[config.mk]
export PLATFORM = sky130hd
export DESIGN_NAME = gpio_edge_port
export DESIGN_NICKNAME = d
export VERILOG_FILES = /design/src/rtl/gpio_pkg.sv /design/src/rtl/gpio_sync.sv /design/src/rtl/gpio_edge_det.sv /design/src/rtl/gpio_irq_status.sv /design/src/rtl/gpio_edge_port.sv
export SDC_FILE = /design/constraint.sdc
export NUM_CORES = 1
export LEC_CHECK = 0
export ABC_AREA = 1
export BUFFER_PORTS_ARGS = -buffer_cell sky130_fd_sc_hd__buf_2
export CAP_MARGIN = 20
export CORE_MARGIN = 5
export CORE_UTILIZATION = 62
export CTS_CLUSTER_SIZE = 25
export DETAILED_ROUTE_END_ITERATION = 10
export PLACE_DENSITY_LB_ADDON = 0.1
export SLEW_MARGIN = 20
export SYNTH_ARGS = -nofsm -noshare
export SYNTH_HDL_FRONTEND = slang
export SYNTH_SLANG_ARGS = --single-unit
[constraint.sdc]
create_clock -name clk_i -period 2.4 [get_ports clk_i]
set_input_delay 0.36 -clock clk_i [delete_from_list [all_inputs] [get_ports clk_i]]
set_output_delay 0.36 -clock clk_i [all_outputs]
set_load 0.1 [all_outputs]
[src/rtl/gpio_pkg.sv]
package gpio_pkg;
  localparam int ADDR_W = 8;
  localparam logic [1:0] SIZE_HALF = 2'd1;

  typedef enum logic [ADDR_W-1:0] {
    OFF_IN     = 8'h00,
    OFF_OUT    = 8'h04,
    OFF_DIR    = 8'h08,
    OFF_EDGE   = 8'h0C,
    OFF_MASK   = 8'h10,
    OFF_STATUS = 8'h14,
    OFF_PEN    = 8'h18
  } reg_off_e;
endpackage

[src/rtl/gpio_sync.sv]
module gpio_sync #(
  parameter int W      = 16,
  parameter int STAGES = 2
) (
  input  logic         clk_i,
  input  logic         rst_ni,
  input  logic [W-1:0] d_i,
  output logic [W-1:0] cur_o,
  output logic [W-1:0] prev_o
);
  logic [W-1:0] stage_q [STAGES];

  for (genvar s = 0; s < STAGES; s++) begin : g_stage
    if (s == 0) begin : g_first
      always_ff @(posedge clk_i or negedge rst_ni)
        if (!rst_ni) stage_q[s] <= '0;
        else         stage_q[s] <= d_i;
    end else begin : g_next
      always_ff @(posedge clk_i or negedge rst_ni)
        if (!rst_ni) stage_q[s] <= '0;
        else         stage_q[s] <= stage_q[s-1];
    end
  end

  always_ff @(posedge clk_i or negedge rst_ni)
    if (!rst_ni) prev_o <= '0;
    else         prev_o <= stage_q[STAGES-1];

  assign cur_o = stage_q[STAGES-1];
endmodule

[src/rtl/gpio_edge_det.sv]
module gpio_edge_det #(
  parameter int W = 16
) (
  input  logic [W-1:0] cur_i,
  input  logic [W-1:0] prev_i,
  input  logic [W-1:0] dir_i,
  input  logic [W-1:0] mask_i,
  input  logic [W-1:0] rise_sel_i,
  output logic [W-1:0] ev_o
);
  logic [W-1:0] rise, fall;
  assign rise = cur_i & ~prev_i;
  assign fall = ~cur_i & prev_i;
  // only input pins with interrupt unmasked
  assign ev_o = dir_i & ~mask_i & ((rise_sel_i & rise) | (~rise_sel_i & fall));
endmodule

[src/rtl/gpio_irq_status.sv]
module gpio_irq_status #(
  parameter int W = 16
) (
  input  logic         clk_i,
  input  logic         rst_ni,
  input  logic [W-1:0] set_i,
  input  logic [W-1:0] clr_i,
  output logic [W-1:0] status_o,
  output logic         irq_o
);
  logic [W-1:0] status_q;

  // set has priority over clear
  always_ff @(posedge clk_i or negedge rst_ni)
    if (!rst_ni) status_q <= '0;
    else         status_q <= (status_q & ~clr_i) | set_i;

  assign status_o = status_q;
  assign irq_o    = |status_q;


  w1c_clear_chk: assert property (@(posedge clk_i) disable iff (!rst_ni)
    1'b1 |=> ((status_q & $past(clr_i & ~set_i)) == '0));

  set_wins_chk: assert property (@(posedge clk_i) disable iff (!rst_ni)
    1'b1 |=> ((status_q & $past(set_i)) == $past(set_i)));

  no_spurious_set_chk: assert property (@(posedge clk_i) disable iff (!rst_ni)
    1'b1 |=> ((status_q & ~$past(status_q) & ~$past(set_i)) == '0));

  irq_drop_chk: assert property (@(posedge clk_i) disable iff (!rst_ni)
    $fell(irq_o) |-> $past(|clr_i));
endmodule

[src/rtl/gpio_edge_port.sv]
module gpio_edge_port
  import gpio_pkg::*;
#(
  parameter int N_PINS      = 16,
  parameter int SYNC_STAGES = 2
) (
  input  logic              clk_i,
  input  logic              rst_ni,
  input  logic              req_i,
  input  logic              we_i,
  input  logic [1:0]        size_i,
  input  logic [ADDR_W-1:0] addr_i,
  input  logic [N_PINS-1:0] wdata_i,
  output logic [N_PINS-1:0] rdata_o,
  input  logic [N_PINS-1:0] pin_i,
  output logic [N_PINS-1:0] pin_o,
  output logic [N_PINS-1:0] pin_oe_o,
  output logic              irq_o
);
  logic [N_PINS-1:0] out_q, dir_q, edge_q, mask_q, pen_q;
  logic [N_PINS-1:0] cur, prev, ev, status, clr;
  logic              acc_ok, wr_ok, rd_ok;

  assign acc_ok = req_i && (size_i == SIZE_HALF);
  assign wr_ok  = acc_ok && we_i;
  assign rd_ok  = acc_ok && !we_i;

  always_ff @(posedge clk_i or negedge rst_ni) begin
    if (!rst_ni) begin
      out_q  <= '1;
      dir_q  <= '1;
      edge_q <= '1;
      mask_q <= '1;
      pen_q  <= '1;
    end else if (wr_ok) begin
      case (addr_i)
        OFF_OUT:  out_q  <= wdata_i;
        OFF_DIR:  dir_q  <= wdata_i;
        OFF_EDGE: edge_q <= wdata_i;
        OFF_MASK: mask_q <= wdata_i;
        OFF_PEN:  pen_q  <= wdata_i;
        default:  ;
      endcase
    end
  end

  assign clr = (wr_ok && addr_i == OFF_STATUS) ? wdata_i : '0;

  always_comb begin
    rdata_o = '0;
    if (rd_ok) begin
      case (addr_i)
        OFF_IN:     rdata_o = cur & pen_q;
        OFF_OUT:    rdata_o = out_q;
        OFF_DIR:    rdata_o = dir_q;
        OFF_EDGE:   rdata_o = edge_q;
        OFF_MASK:   rdata_o = mask_q;
        OFF_STATUS: rdata_o = status;
        OFF_PEN:    rdata_o = pen_q;
        default:    rdata_o = '0;
      endcase
    end
  end

  gpio_sync #(.W(N_PINS), .STAGES(SYNC_STAGES)) sync_i (
    .clk_i, .rst_ni, .d_i(pin_i), .cur_o(cur), .prev_o(prev)
  );

  gpio_edge_det #(.W(N_PINS)) edge_i (
    .cur_i(cur), .prev_i(prev), .dir_i(dir_q), .mask_i(mask_q),
    .rise_sel_i(edge_q), .ev_o(ev)
  );

  gpio_irq_status #(.W(N_PINS)) stat_i (
    .clk_i, .rst_ni, .set_i(ev), .clr_i(clr), .status_o(status), .irq_o
  );

  assign pin_oe_o = ~dir_q;
  assign pin_o    = out_q & ~dir_q;


  dir_to_oe_chk: assert property (@(posedge clk_i) disable iff (!rst_ni)
    (wr_ok && addr_i == OFF_DIR) |=> (pin_oe_o == ~$past(wdata_i)));

  bad_size_hold_chk: assert property (@(posedge clk_i) disable iff (!rst_ni)
    (req_i && we_i && size_i != SIZE_HALF) |=> $stable(out_q) && $stable(dir_q));
endmodule

After elaboration in Yosys (flattened, before gate mapping)
Index checks and enable logic that the tools add are counted.
- bits in registers: 144
- input port bits: 46
- output and inout bits: 49
- logic and storage cells: 48
- eq/ne operators: 7
- multiplexer cells: 3
- bitwise gates (word level): 17
- reductions and logical operators: 12
- operators with widths (cell ; number):
    $and 16x16->16 ; 9
    $pmux 16 s7 ; 1
    $not 16->16 ; 6
    $mux 16 ; 2
    $or 16x16->16 ; 2
    $eq 8x5->1 const B ; 3
    $eq 8x4->1 const B ; 2
    $reduce_or 16->1 ; 1
    $reduce_and 2->1 ; 5
    $eq 8x3->1 const B ; 1
    $logic_not 8->1 ; 1
    $logic_and 1x1->1 ; 4
    $eq 2x1->1 const B ; 1
    $logic_not 1->1 ; 1

Logic depth before layout (Yosys ltp)
- depth in word-level cells: 8
- gate-level depth with buffers: 11
- mapped depth without buffers: 9

By module
Synthesis repeated with hierarchy kept, for this count alone.
- cell total of the unflattened synthesis: 893
- area total of the unflattened synthesis: 7144.4 µm²
- modules (own cells, without submodules) (module ; times used ; cells each ; area each (µm²) ; sequential area each (µm²)):
    gpio_edge_port ; 1 ; 638 ; 4645.7 ; 2102.0
    gpio_sync ; 1 ; 64 ; 1321.3 ; 1201.2
    gpio_irq_status ; 1 ; 63 ; 636.9 ; 400.4
    gpio_edge_det ; 1 ; 128 ; 540.5 ; 0.0

Worst setup path after synthesis
Ideal clock, no wire load.
- path kind: input to output
- from: in addr_i[5]
- to: out rdata_o[8]
- arrival: 2.499 ns
- data required time: 2.040 ns
- slack: -0.459 ns
- stages on the path: 9
- path buffers: 2
- path through: inv_1 -> nand2_1 -> nor2_1 -> buf_4 -> buf_6 -> nand3_1 -> nand2_1 -> nor2_1 -> a21boi_1
- cells in the longest elaborated chain, start to end: 3
- elaborated cells between the ends (all ways): 9
- classes of those cells: 6 x eq/ne; 2 x mux; 1 x reduce/logical
- ends and longest elaborated chain (item ; line ; source):
    start, declared ; gpio_edge_port.sv:12 ; input logic [ADDR_W-1:0] addr_i,
    $eq 8x5->1 (tied with other cells) ; gpio_edge_port.sv:52 ; case (addr_i)
    $pmux 16 s7 * ; gpio_edge_port.sv:52 ;
    $mux 16 * ; gpio_edge_port.sv:51 ; if (rd_ok) begin
    end, declared ; gpio_edge_port.sv:14 ; output logic [N_PINS-1:0] rdata_o,
Mark *: on every way between the ends. The rest lies on a longest branch, timed or not.

Worst setup path in the final report
- from: in addr_i[1]
- to: out rdata_o[8]
Same word-level chain as after synthesis.

==> qor.yml <==
path_max_fanout: 16
hold_class: "in2reg"
clock_path_buffers: 2
reg2reg_depth: 4
grt_usage_pct: 29.29
vias: 6098
syn_avg_cell_area_um2: 8.140
wl_per_cell_um: 16.37
core_um2: 10790
drt_drc_violations_left: 0
worst_pin_slew_ns: 0.5680
maxSlewViolCount: 0
synthTopCellsByArea: "dfstp_2 (31%), dfrtp_1 (24%), nand2_1 (12%), o21ai_0 (7.5%), nand3_1 (6.6%)"
cts.root.buffer_cell: "clkbuf_8"
clk-insertion-delay-late_ns: 0.54
cts.clk_slew.worst_paths_ns: 0.06
whs_path_depth: 3
fin_crit_ns: 2.242
drive_gt1_share_pct: 27.10
ff2ff_setup_slack_ns: 1.28
rsz0062_at_grt: "no"
crit_path_end_kind: "primary output"
grt_pass1_vias: 6103
min_to: "out_q[10]"
ys_ff_latch: 144
design.die.area_um2: 13110
final_cell_mix: "nand2_1 (222), inv_1 (115), o21ai_0 (101)"
layout.nets: 996
vdd_drop_max_uv: 835.5
ios: 95
dr.pass1.iters: 6
final_common_cell: "nand2_1"
critPathArrivalTime_ns: 1.88
p_leak_nw: 3.658
setup_viol_count_final: 0
cts_tree: "done"
synth_nets: 878
viasPerCell: 5.529
syn_to_final_growth_pct: 24.68
synth_area_leader_cell: "dfstp_2"
min_period_over_period_pct: 93.43
crit_path_start_kind: "input port"
htree_levels: 4
status: "finished, final reports clean"
pwr_density_cell_nw_per_um2: 631.0
ys_warn_count: 0
overflow: 0
maxSlewHeadroom_pct: 62.14
final_util_pct: 78.24
ant_nets: 0
crit_required_ns: 2.04
drv_cap: 0
hold_viol_final: 0
numCtsBuffers: 17
synthDominantCellAreaShare_pct: 31.04
fp-row-count: 38
antenna-diode-count: 0
yosysUniqueCellTypes: 26
grt_max_degree: 61
r2r_end: "stat_i.status_o[8]"
die_x_um: 114.5
fin_tns_setup_ns: 0
dp_hpwl_um: 11760
routed_wl_um: 18060
start_util_pct: 62.75
die_y_um: 114.5
drt_iter0_drc: 485
clkSinkCount: 144
clock.fmax_mhz: 446.0
finalClockSkew_ns: 0.008751
crit_type: "in2out"
portBuffers: 94
hold_start: "wdata_i[10]"
whs_ns: 0.1522
gp_congestion: 0.9433
syn-cell-area_um2: 6773
seq_area_frac_synth_pct: 54.68
antenna_found_initial: 0
post_cts_buffers: 0
grt_pass1_wl_um: 29860
r2r_start: "dir_q[8]"
synthesis.instances: 832
[cells by family (layout without fill, tap and decap cells)]
family	after synthesis	in the layout	synth area share [%]
AND/OR/NAND/NOR	408	408	26.07
buffers and inverters	150	281	9.570
flip-flops	144	144	54.68
AO/OA/AOI/OAI	130	130	9.680
[worst max path at each step]
| stage | start | to | slack [ns] | cells past startpoint |
|---|---|---|---|---|
| after global placement | addr_i[0] | rdata_o[11] | 0.30 | 11 |
| final | addr_i[1] | rdata_o[8] | 0.16 | 9 |
| after global routing | addr_i[2] | rdata_o[15] | 0.05 | 11 |
| after CTS | stat_i.status_o[14] | irq_o | 0.06 | 3 |
| after floorplan | addr_i[1] | rdata_o[10] | 0.09 | 8 |
| after detailed placement | addr_i[3] | rdata_o[13] | 0.26 | 12 |
[synthesized netlist by cell type (all sizes together)]
master and n:
o211ai 1, nand4 1, buf 28, clkbuf 4
nor2 67, nor3 16, nand3 90, nor4 4
a21boi 1, o21ai 112, inv 118, dfstp 80
nand2 229, dfrtp 64, nand3b 1, a21oi 16
[power by group]
part	switching [mW]	internal, mW	total [mW]
clock network	0.984	1.54	2.52
logic	0.185	0.0856	0.271
registers	0.0389	2.50	2.54
[sequential cells by signal, indices dropped and copies added, names as in the netlist]
name             flops
dir_q               16
pen_q               16
mask_q              16
sync_i.cur_o        16
sync_i.stage_q      16
edge_q              16
sync_i.prev_o       16
out_q               16
stat_i.status_o     16
[through the flow]
step	std cells	setup slack [ns]	instance area [um2]	power, mW
2_1_floorplan	832	0.08942	6812	2.681
3_3_place_gp	1054	0.3003	7701	2.808
3_5_place_dp	1054	0.2557	7701	2.820
4_1_cts	1103	0.05835	8438	5.357
5_1_grt	1103	0.04757	8444	5.516
6_report	1103	0.1578	8444	5.329
[critical path: stages]
cell and delay [ns]:
buf_2 0.12, nor2_4 0.17, nand2_2 0.12, inv_2 0.36, nand3_1 0.13, nand2_1 0.10
nor2_1 0.05, a21boi_2 0.24, buf_12 0.21
[cell type report]
class / instances / area, um2
Timing Repair Buffer: 131 / 1087
Clock buffer: 23 / 456.7
Tap cell: 140 / 175.2
Clock inverter: 9 / 110.1
Inverter: 118 / 442.9
Multi-Input combinational cell: 538 / 2469
Sequential cell: 144 / 3704
Fill cell: 726 / 2349
[what timing repair did]
action | CTS | global route
resized for setup | 0 | 1
setup endpoints to repair | 0 | 1
hold buffers | 17 | 0
hold endpoints to repair | 42 | 0
[per-layer routing]
| layer | up-vias | part of all wire [%] | track usage (%) |
|---|---|---|---|
| met1 | 2877 | 42 | 38.79 |
| met2 | 303 | 47 | 45.91 |
| met5 | - | 0 | 0 |
| met4 | 0 | 3.7 | 14.01 |
| met3 | 55 | 7.6 | 6.501 |
| li1 | 2863 | - | - |
Note: power is estimated with default switching activity, not from simulation.
